--- config.mk ---
export PLATFORM = sky130hd
export DESIGN_NAME = rcp_ctrl_regs
export DESIGN_NICKNAME = d
export VERILOG_FILES = /design/src/rtl/rcp_pkg.sv /design/src/rtl/rcp_addr_decode.sv /design/src/rtl/rcp_err_unit.sv /design/src/rtl/rcp_rf_gate.sv /design/src/rtl/rcp_ctrl_regs.sv
export SDC_FILE = /design/constraint.sdc
export NUM_CORES = 1
export LEC_CHECK = 0
export CAP_MARGIN = 20
export CORE_UTILIZATION = 51
export DETAILED_ROUTE_END_ITERATION = 6
export MAX_ROUTING_LAYER = met4
export PLACE_DENSITY = 0.85
export SLEW_MARGIN = 20
export SYNTH_ARGS = -nofsm -noshare
export SYNTH_HDL_FRONTEND = slang
export SYNTH_HIERARCHICAL = 1
export SYNTH_SLANG_ARGS = --single-unit
--- constraint.sdc ---
create_clock -name clk -period 4.8 [get_ports clk]
set_input_delay 0.72 -clock clk [delete_from_list [all_inputs] [get_ports clk]]
set_output_delay 0.72 -clock clk [all_outputs]
set_load 0.01 [all_outputs]
--- src/rtl/rcp_pkg.sv ---
// Shared constants and types for the rendering coprocessor control block.
// Assumes word-aligned host addressing; offsets below are word indices.
package rcp_pkg;
    localparam int NUM_CAUSE  = 6;
    localparam int CAUSE_REG  = 3;    // illegal register access cause bit
    // word indices within one window (byte offset >> 2)
    localparam int OFF_CTRL   = 'h00;
    localparam int OFF_ERR    = 'h01;
    localparam int OFF_PLO    = 'h02;
    localparam int OFF_PHI    = 'h03;
    localparam int OFF_PMASK  = 'h04;
    localparam int OFF_ROP    = 'h05;
    localparam int OFF_ID     = 'h0A;
    localparam int OFF_SRST   = 'h0C;
    localparam int RF_BASE_W  = 'h40;
    // control word bit positions
    localparam int CB_IE      = 7;
    localparam int CB_PBCHK   = 12;
    localparam int CB_WROTE   = 13;
    localparam int CB_RUN     = 14;
    localparam int CB_IQMT    = 15;
    // error word interrupt-pending bit
    localparam int EB_IRQ     = 7;

    typedef struct packed {
        logic ctrl;
        logic err;
        logic plo;
        logic phi;
        logic pmask;
        logic rop;
        logic id;
        logic srst;
        logic rf;
    } rcp_sel_t;
endpackage

--- src/rtl/rcp_addr_decode.sv ---
// Address decoder: turns a host byte address into one-hot register selects,
// the alias flag and the register-file index.
// Assumes the top address bit selects the alias window; misaligned
// addresses select nothing.
module rcp_addr_decode
    import rcp_pkg::*;
#(
    parameter int ADDR_W   = 13,
    parameter int RF_DEPTH = 128
) (
    input  logic [ADDR_W-1:0]           addr,
    output rcp_sel_t                    sel,
    output logic                        alias_o,
    output logic [$clog2(RF_DEPTH)-1:0] rf_idx
);
    localparam int WI_W  = ADDR_W - 3;
    localparam int IDX_W = $clog2(RF_DEPTH);
    localparam logic [WI_W-1:0] RF_LO = WI_W'(RF_BASE_W);
    localparam logic [WI_W-1:0] RF_HI = WI_W'(RF_BASE_W + RF_DEPTH);

    logic [WI_W-1:0] widx;
    logic [WI_W-1:0] rel;
    logic            aligned;

    assign widx    = addr[ADDR_W-2:2];
    assign aligned = (addr[1:0] == 2'b00);
    assign alias_o = addr[ADDR_W-1];
    assign rel     = widx - RF_LO;
    assign rf_idx  = rel[IDX_W-1:0];

    // Compare the word index against each register's slot.
    always_comb begin
        sel.ctrl  = aligned && (widx == WI_W'(OFF_CTRL));
        sel.err   = aligned && (widx == WI_W'(OFF_ERR));
        sel.plo   = aligned && (widx == WI_W'(OFF_PLO));
        sel.phi   = aligned && (widx == WI_W'(OFF_PHI));
        sel.pmask = aligned && (widx == WI_W'(OFF_PMASK));
        sel.rop   = aligned && (widx == WI_W'(OFF_ROP));
        sel.id    = aligned && (widx == WI_W'(OFF_ID));
        sel.srst  = aligned && (widx == WI_W'(OFF_SRST));
        sel.rf    = aligned && (widx >= RF_LO) && (widx < RF_HI);
    end
endmodule

--- src/rtl/rcp_err_unit.sv ---
// Sticky error latch and interrupt generation.
// Each cause bit is set by its strobe and cleared by a host write-one-to-clear;
// a strobe beats a clear in the same cycle, and soft reset beats both.
// Assumes strobes are synchronous single-cycle pulses.
module rcp_err_unit #(
    parameter int N = 6
) (
    input  logic         clk,
    input  logic         rst_n,
    input  logic [N-1:0] cause_i,
    input  logic [N-1:0] w1c_i,
    input  logic         srst_i,
    input  logic [N-1:0] en_i,
    input  logic         ie_i,
    output logic [N-1:0] err_o,
    output logic         irq_o
);
    logic [N-1:0] err_q;

    // Hold, set and clear the sticky cause bits.
    always_ff @(posedge clk) begin
        if (!rst_n)      err_q <= '0;
        else if (srst_i) err_q <= '0;
        else             err_q <= (err_q & ~w1c_i) | cause_i;
    end

    // Raise the interrupt for any enabled pending cause.
    assign irq_o = ie_i && |(err_q & en_i);
    assign err_o = err_q;

    AST_ERR_STICKY: assert property (@(posedge clk) disable iff (!rst_n)
        !$past(srst_i) |-> (($past(err_q) & ~$past(w1c_i) & ~err_q) == '0));
    AST_CAUSE_SETS: assert property (@(posedge clk) disable iff (!rst_n)
        !$past(srst_i) |-> (($past(cause_i) & ~err_q) == '0));
    AST_IRQ_NEEDS_IE: assert property (@(posedge clk) disable iff (!rst_n)
        irq_o |-> ie_i);
    AST_SRST_CLEARS_ERR: assert property (@(posedge clk) disable iff (!rst_n)
        $past(srst_i) |-> (err_q == '0));
endmodule

--- src/rtl/rcp_rf_gate.sv ---
// Gate for host writes into the core's register file.
// Forwards a request one cycle later only while the core is stopped;
// a request while running is refused and reported through reject_o.
module rcp_rf_gate #(
    parameter int DW = 32,
    parameter int IW = 7
) (
    input  logic          clk,
    input  logic          rst_n,
    input  logic          req_i,
    input  logic          run_i,
    input  logic [IW-1:0] idx_i,
    input  logic [DW-1:0] data_i,
    output logic          rf_we_o,
    output logic [IW-1:0] rf_idx_o,
    output logic [DW-1:0] rf_data_o,
    output logic          reject_o
);
    // Flag a refused write as it arrives.
    assign reject_o = req_i && run_i;

    // Register an accepted write toward the register file.
    always_ff @(posedge clk) begin
        if (!rst_n) begin
            rf_we_o   <= 1'b0;
            rf_idx_o  <= '0;
            rf_data_o <= '0;
        end else begin
            rf_we_o <= req_i && !run_i;
            if (req_i && !run_i) begin
                rf_idx_o  <= idx_i;
                rf_data_o <= data_i;
            end
        end
    end

    AST_RF_WE_HALTED: assert property (@(posedge clk) disable iff (!rst_n)
        rf_we_o |-> $past(!run_i));
    AST_REJECT_NO_WE: assert property (@(posedge clk) disable iff (!rst_n)
        $past(req_i && run_i) |-> !rf_we_o);
    AST_RF_WE_FROM_REQ: assert property (@(posedge clk) disable iff (!rst_n)
        rf_we_o |-> $past(req_i));
endmodule

--- src/rtl/rcp_ctrl_regs.sv ---
// Control/status register block of a rendering coprocessor.
// Holds run state, enables, bounds, plane mask and raster-op code; latches
// core error causes; gates host register-file writes; serves a base and an
// alias window in which the bounds are read-only.
// Assumes host writes are single-cycle and reads are combinational.
module rcp_ctrl_regs
    import rcp_pkg::*;
#(
    parameter int          ADDR_W   = 13,
    parameter int          DW       = 32,
    parameter int          RF_DEPTH = 128,
    parameter logic [7:0]  ARCH_ID  = 8'h01,
    parameter logic [7:0]  CHIP_REV = 8'h02
) (
    input  logic                        clk,
    input  logic                        rst_n,
    input  logic                        host_we,
    input  logic [ADDR_W-1:0]           host_addr,
    input  logic [DW-1:0]               host_wdata,
    output logic [DW-1:0]               host_rdata,
    input  logic [NUM_CAUSE-1:0]        err_cause_i,
    input  logic                        core_wrote_i,
    input  logic                        iq_empty_i,
    output logic                        irq_o,
    output logic                        core_run_o,
    output logic                        bound_chk_o,
    output logic [DW-1:0]               page_lo_o,
    output logic [DW-1:0]               page_hi_o,
    output logic [DW-1:0]               plane_mask_o,
    output logic [7:0]                  rop_o,
    output logic                        rf_we_o,
    output logic [$clog2(RF_DEPTH)-1:0] rf_idx_o,
    output logic [DW-1:0]               rf_data_o
);
    localparam int IDX_W = $clog2(RF_DEPTH);

    rcp_sel_t               sel;
    logic                   in_alias;
    logic [IDX_W-1:0]       dec_idx;
    logic [NUM_CAUSE-1:0]   en_q;
    logic                   ie_q, pbchk_q, run_q, wrote_q;
    logic [NUM_CAUSE-1:0]   err_vec;
    logic [NUM_CAUSE-1:0]   cause_all;
    logic [NUM_CAUSE-1:0]   w1c_mask;
    logic                   srst_wr;
    logic                   rf_req;
    logic                   rf_reject;
    logic                   bound_wr_ok;

    rcp_addr_decode #(.ADDR_W(ADDR_W), .RF_DEPTH(RF_DEPTH)) u_dec (
        .addr    (host_addr),
        .sel     (sel),
        .alias_o (in_alias),
        .rf_idx  (dec_idx)
    );

    assign srst_wr     = host_we && sel.srst;
    assign rf_req      = host_we && sel.rf;
    assign bound_wr_ok = host_we && !in_alias;
    assign w1c_mask    = (host_we && sel.err) ? host_wdata[NUM_CAUSE-1:0] : '0;

    // Fold the refused register-file write into its cause bit.
    always_comb begin
        cause_all = err_cause_i;
        cause_all[CAUSE_REG] = err_cause_i[CAUSE_REG] | rf_reject;
    end

    rcp_err_unit #(.N(NUM_CAUSE)) u_err (
        .clk     (clk),
        .rst_n   (rst_n),
        .cause_i (cause_all),
        .w1c_i   (w1c_mask),
        .srst_i  (srst_wr),
        .en_i    (en_q),
        .ie_i    (ie_q),
        .err_o   (err_vec),
        .irq_o   (irq_o)
    );

    rcp_rf_gate #(.DW(DW), .IW(IDX_W)) u_rf (
        .clk       (clk),
        .rst_n     (rst_n),
        .req_i     (rf_req),
        .run_i     (run_q),
        .idx_i     (dec_idx),
        .data_i    (host_wdata),
        .rf_we_o   (rf_we_o),
        .rf_idx_o  (rf_idx_o),
        .rf_data_o (rf_data_o),
        .reject_o  (rf_reject)
    );

    // Control word fields: enables and run bit, soft reset stops the core.
    always_ff @(posedge clk) begin
        if (!rst_n) begin
            en_q    <= '0;
            ie_q    <= 1'b0;
            pbchk_q <= 1'b0;
            run_q   <= 1'b0;
        end else if (srst_wr) begin
            run_q   <= 1'b0;
        end else if (host_we && sel.ctrl) begin
            en_q    <= host_wdata[NUM_CAUSE-1:0];
            ie_q    <= host_wdata[CB_IE];
            pbchk_q <= host_wdata[CB_PBCHK];
            run_q   <= host_wdata[CB_RUN];
        end
    end

    // Core-write status flag: set by the core, cleared by writing one.
    always_ff @(posedge clk) begin
        if (!rst_n)                                           wrote_q <= 1'b0;
        else if (core_wrote_i)                                wrote_q <= 1'b1;
        else if (host_we && sel.ctrl && host_wdata[CB_WROTE]) wrote_q <= 1'b0;
    end

    // Bounds, writable only from the base window.
    always_ff @(posedge clk) begin
        if (!rst_n) begin
            page_lo_o <= '0;
            page_hi_o <= '0;
        end else begin
            if (bound_wr_ok && sel.plo) page_lo_o <= host_wdata;
            if (bound_wr_ok && sel.phi) page_hi_o <= host_wdata;
        end
    end

    // Plane mask and raster-op code.
    always_ff @(posedge clk) begin
        if (!rst_n) begin
            plane_mask_o <= '0;
            rop_o        <= '0;
        end else begin
            if (host_we && sel.pmask) plane_mask_o <= host_wdata;
            if (host_we && sel.rop)   rop_o        <= host_wdata[7:0];
        end
    end

    assign core_run_o  = run_q;
    assign bound_chk_o = pbchk_q;

    // Read mux over the selected register.
    always_comb begin
        host_rdata = '0;
        if (sel.ctrl) begin
            host_rdata[NUM_CAUSE-1:0] = en_q;
            host_rdata[CB_IE]         = ie_q;
            host_rdata[CB_PBCHK]      = pbchk_q;
            host_rdata[CB_WROTE]      = wrote_q;
            host_rdata[CB_RUN]        = run_q;
            host_rdata[CB_IQMT]       = iq_empty_i;
        end else if (sel.err) begin
            host_rdata[NUM_CAUSE-1:0] = err_vec;
            host_rdata[EB_IRQ]        = irq_o;
        end else if (sel.plo) begin
            host_rdata = page_lo_o;
        end else if (sel.phi) begin
            host_rdata = page_hi_o;
        end else if (sel.pmask) begin
            host_rdata = plane_mask_o;
        end else if (sel.rop) begin
            host_rdata[7:0] = rop_o;
        end else if (sel.id) begin
            host_rdata[15:0] = {CHIP_REV, ARCH_ID};
        end
    end

    AST_SRST_STOPS: assert property (@(posedge clk) disable iff (!rst_n)
        $past(srst_wr) |-> !core_run_o);
    AST_ALIAS_BOUND_RO: assert property (@(posedge clk) disable iff (!rst_n)
        $past(host_we && in_alias && (sel.plo || sel.phi))
        |-> ($stable(page_lo_o) && $stable(page_hi_o)));
    AST_WROTE_SETS: assert property (@(posedge clk) disable iff (!rst_n)
        $past(core_wrote_i) |-> wrote_q);
endmodule

; ---- After elaboration in Yosys (flattened, before gate mapping)
; Index checks and enable logic that the tools add are counted.
; Widths: inputs -> output; s select.
[word_totals]
register_bits = 160
inputBits = 56
out_inout_bits = 179
word_cells = 81
[op_classes]
n_addsub = 1
magnitude_cmp = 2
n_eq_ne = 7
n_mux = 20
bitwise_logic = 7
reduce_logical = 31
[ops]
columns = cell, count
row1 = $mux 32, 2
row2 = $mux 16, 3
row3 = $mux 24, 1
row4 = $logic_and 1x1->1, 23
row5 = $eq 10x2->1 const B, 2
row6 = $eq 10x3->1 const B, 2
row7 = $eq 10x4->1 const B, 2
row8 = $mux 6, 3
row9 = $and 6x6->6, 2
row10 = $eq 10x1->1 const B, 1
row11 = $ge 10x7->1 const B, 1
row12 = $logic_not 10->1, 1
row13 = $lt 10x8->1 const B, 1
row14 = $mux 10, 1
row15 = $mux 4, 2
row16 = $mux 8, 1
row17 = $sub 7x7->7 const B, 1
row18 = $mux 1, 6
row19 = $not 6->6, 1
row20 = $or 6x6->6, 1
row21 = $reduce_or 6->1, 1
row22 = $logic_not 1->1, 2
row23 = $logic_not 2->1, 1
row24 = $mux 2, 1
row25 = other kinds (5), 6

; ---- Depth between registers and ports, before layout
[logic_depth]
ltp_word = 9
mapped_depth = 9
ltp_nobuf = 7

; ---- By module
; The synthesis kept the hierarchy.
[by_module_without_submodules]
columns = mod, instances, cells_each, area_per_inst_um2, seq_area_each_um2
row1 = rcp_ctrl_regs, 1, 689, 5338.9, 2282.2
row2 = rcp_rf_gate, 1, 174, 1655.3, 800.8
row3 = rcp_err_unit, 1, 30, 256.5, 120.1
row4 = rcp_addr_decode, 1, 30, 188.9, 0.0

; ---- Worst setup path before layout
; OpenSTA, ideal clock, no wires.
[synth_timing]
path_type = input to output
startpoint = input host_addr[11]
endpoint = output host_rdata[10]
t_arrival_ps = 2804
required_time_ps = 4080
setup_slack_ps = 1276
cell_stages = 7
n_path_buf = 3
path_cell_list = or4_1 > buf_2 > nor4_1 > buf_2 > buf_2 > a221oi_1 > nor3_1
[synth_rtl]
columns = item, line
row1 = from (decl), rcp_ctrl_regs.sv:18  ; input logic [ADDR_W-1:0] host_addr,
row2 = to (decl), rcp_ctrl_regs.sv:20  ; output logic [DW-1:0] host_rdata,

==> summary.md <==
| Metric | Value |
|---|---|
| Status | `finished clean` |
| WP data arrival | `approximately 3.9 ns` |
| Cell count after synthesis | `between 900 and 1k` |
| Residual DRC | `0` |
| Combinational power share | `under 10%` |
| Post-layout min period | `~4.6 ns` |
| Core ar. | `about 14000 um^2` |
| Clock share of power | `47.9%` |
| Largest net degree at the start of global routing | `about 110` |
| Yosys warning total | `6` |
| Synth Flop Type | `dfxtp_1` |
| Area share of the largest cell type after synthesis | `between 40% and 50%` |
| Peak supply drop | `approximately 240 uV` |
| Setup Skew | `slightly below 0.004 ns` |
| Slew headroom | `a little over a third` |
| Setup repair bufs after CTS | `0` |
| Gpl congestion | `between 0.8 and 0.9` |
| Psw | `a little over 600 uW` |
| Crit path largest cell delay | `0.73 ns` |
| CP Capture Type | `output pin` |
| Pwr per Cell Area | `around 270 nW/um^2` |
| Family with the most delay on the worst path | `simple AND/OR/NAND/NOR gates` |
| Post-CTS Resized | `0` |
| Seq pwr share | `between 40% and 50%` |
| Top cells by count, synth | `314 x nand2_1, 160 x dfxtp_1, 84 x a21boi_1, 39 x mux2i_1, 34 x buf_2` |
| Min-Delay Path Class | `flop to flop` |
| Crit-path max FO | `18` |
| Worst-case clock buffer depth | `2` |
| Clock sink count | `160` |
| Nets@finish | `between 1k and 1.5k` |
| Slowest cell on the critical path | `or4_1` |
| Dpl ws | `roughly 0.26 ns` |
| Initial Util | `53.0%` |
| DIE HEIGHT | `123 um` |
| Hold-fix buffers at CTS | `0` |
| Setup WS post-layout | `roughly 0.22 ns` |
| Async SR Flop Fraction | `0%` |
| RSZ-0062 raised after global routing | `no` |
| Port buffer count | `roughly 230` |
| Rows | `43` |
| Final-report max-slew violation count | `0` |
| Drt wl/cell | `roughly 18 um` |
| Syn Area/Cell | `just over 8 um^2` |
| Final Cycle Share | `a little over nine tenths` |
| Post-Synth XOR/XNOR Area | `less than 1%` |
| Cell with the most instances after synthesis | `nand2_1` |
| CTS root buffer | `clkbuf_16` |
| Max-cap viol count | `0` |
| Leading area contributor after synthesis | `dfxtp_1` |
| Sum Neg Setup Slack | `0 ns` |
| Kind of critical path | `input pin to output pin` |
| Multiplexer share of the synthesized area | `between 5 and 6%` |
| DIE WIDTH | `123 um` |
| Clock transition at path regs | `around 0.06 ns` |
| Highest clock rate | `0.218 GHz` |
| Leak | `between 0.003 and 0.004 uW` |
| Number of synthesized flops with an enable pin | `0` |
| Number of global-route vias before repair | `roughly 6.8k` |
| Seq/Total Area, Yosys | `43.1%` |
| Htree depth | `4` |
| Dpl cell area | `between 9000 and 10000 um^2` |
| Fin. Hold Viols | `0` |
| Drt total wl | `between 20000 and 25000 um` |
| CTS tree | `built` |
| IO Count | `235` |
| Design area | `10400 um^2` |
| Synth-to-Final Area Change | `39.6%` |
| Cts bufs inserted | `17` |
| Slew of the pin with the lowest slew margin | `roughly 0.97 ns` |
| Crit-path cells | `clkdlybuf4s50_1 -> or4_1 -> nor4_2 -> buf_4 -> or2_1 -> a211oi_1 -> o31ai_1 -> clkdlybuf4s50_1` |
| Share of layout cells above drive strength 1 | `about 6.4%` |
| Sw frac | `a little over a fifth` |
| DP HPWL | `15500 um` |
| Vias | `slightly above 7k` |
| Worst setup SP type | `input pin` |
| Fin Hold WS | `approximately 0.45 ns` |
| Initial antenna violation count | `0` |
| Post-Synth Simple-Gate Area | `around 25%` |
| # fillers | `between 1k and 1.5k` |
| Ranking of synthesized cells by area | `dfxtp_1 43%, nand2_1 16%, a21boi_1 8.5%` |
| Die area | `approximately 15000 um^2` |
| Grt ovf | `0` |
| N_diodes | `0` |
| Initial drt markers | `around 530` |
| Synth Register Bits | `160` |
| First-pass GRT wire length | `approximately 35000 um` |
| Endpoints failing setup | `0` |
| Gr usage total | `31.6%` |
| Net count after synthesis | `979` |
| Worst skew pair latency | `between 0.4 and 0.5 ns` |
| Post-DR vias/cell | `roughly 5.5` |
| Worst Path Buf+Inv | `3` |
| Main combinational cell family by area after synthesis | `simple AND/OR/NAND/NOR gates` |
| Mapped Area | `between 7000 and 8000 um^2` |
| CP required | `4.08 ns` |
| Drt pass-1 iters | `5` |
| Synth Area in Adders | `0%` |
| Post-synth cell types | `42` |
| Most common cell on crit path | `clkdlybuf4s50_1` |
| Compound-cell area share of the yosys netlist | `a little under a fifth` |
| Internal power | `2240 uW` |
| Antenna viol nets, final | `0` |
==> layout make-up <==
cell class,count,area [um^2],share of cell area [%]
Clock buffer,22,494,4.76
Clock inverter,10,108,1.04
Inverter,16,60.1,0.578
Multi-Input combinational cell,665,3720,35.9
Sequential cell,160,3200,30.9
Tap cell,180,225,2.17
Timing Repair Buffer,258,2570,24.8
==> registers in the layout, summed over array words and instances, names as in the netlist <==
name / flops
ie_q: 1
u_rf/rf_we_o: 1
page_hi_o: 32
page_lo_o: 32
en_q: 6
u_err/err_o: 6
rop_o: 8
wrote_q: 1
bound_chk_o: 1
core_run_o: 1
u_rf/rf_idx_o: 7
u_rf/rf_data_o: 32
plane_mask_o: 32
==> cells in the final DEF (no fill, tap or decap), types with 3 or more instances in the layout <==
master and instances:
nor3_1 22, buf_4 21, clkinv_2 5, clkdlybuf4s50_1 233
clkbuf_8 5, inv_1 16, o21ai_1 4, a21boi_1 84
a211oi_1 5, or2_1 4, clkbuf_16 17, nand2b_1 10
mux2i_1 39, nor2_1 7, dfxtp_1 160, a21oi_1 33
nor4_1 3, nand3b_1 4, nor4_2 5, a22oi_1 11
and3_1 6, a221oi_1 21, clkinvlp_4 3, buf_12 4
o31ai_1 4, and2_1 5, nand2_1 314, or2_2 3
nor2b_1 24, nor3b_1 3, nand3_1 9, a21boi_0 28
==> metrics by stage <==
step                      std cells  util (%)  total power [uW]
final                          1311      73.9              2840
after CTS                      1311      73.9              2860
after detailed placement       1279      69.7              1510
after floorplan                 923         -              1430
after global placement         1279      69.7              1510
after global routing           1311      73.9              2920
==> cell families after synthesis <==
group / after synthesis
and+or+nand+nor: 429
AOI/OAI and AO/OA: 196
DFF: 160
buffers and inverters: 98
muxes: 39
xor gates and xnor gates: 1
==> routing by layer <==
layer | global-route usage (%) | wire [um] | vias to the layer above
met5 | - | 0 | -
met4 | 12.9 | 542 | 0
met3 | 7.16 | 1780 | 50
met2 | 52.7 | 11300 | 310
met1 | 36.7 | 9330 | 3389
li1 | - | - | 3469
==> worst reg2reg max path, cell delays in order (launching register included) <==
cell and delay, ns:
dfxtp_1 0.39, nor2b_4 0.13, buf_4 0.60, mux2i_1 0.32
==> path summary, 6_finish.rpt <==
kind,cells after the start,from,slack (ns),end
worst min register to register,2,u_rf/rf_data_o[0],0.45,u_rf/rf_data_o[0]
worst max-delay path,8,host_addr[8],0.22,host_rdata[1]
worst min-delay path,2,u_rf/rf_data_o[0],0.45,u_rf/rf_data_o[0]
worst max register to register,3,core_run_o,3.29,u_rf/rf_idx_o[1]
==> power by group through the flow <==
stage	clock, uW	combinational (uW)	sequential (uW)
2_1_floorplan	0	64.5	1370
3_3_place_gp	0	140	1370
3_5_place_dp	0	141	1370
4_1_cts	1380	141	1340
5_1_grt	1430	153	1340
6_report	1360	142	1340
No activity file was read; power rests on OpenSTA's default activity.
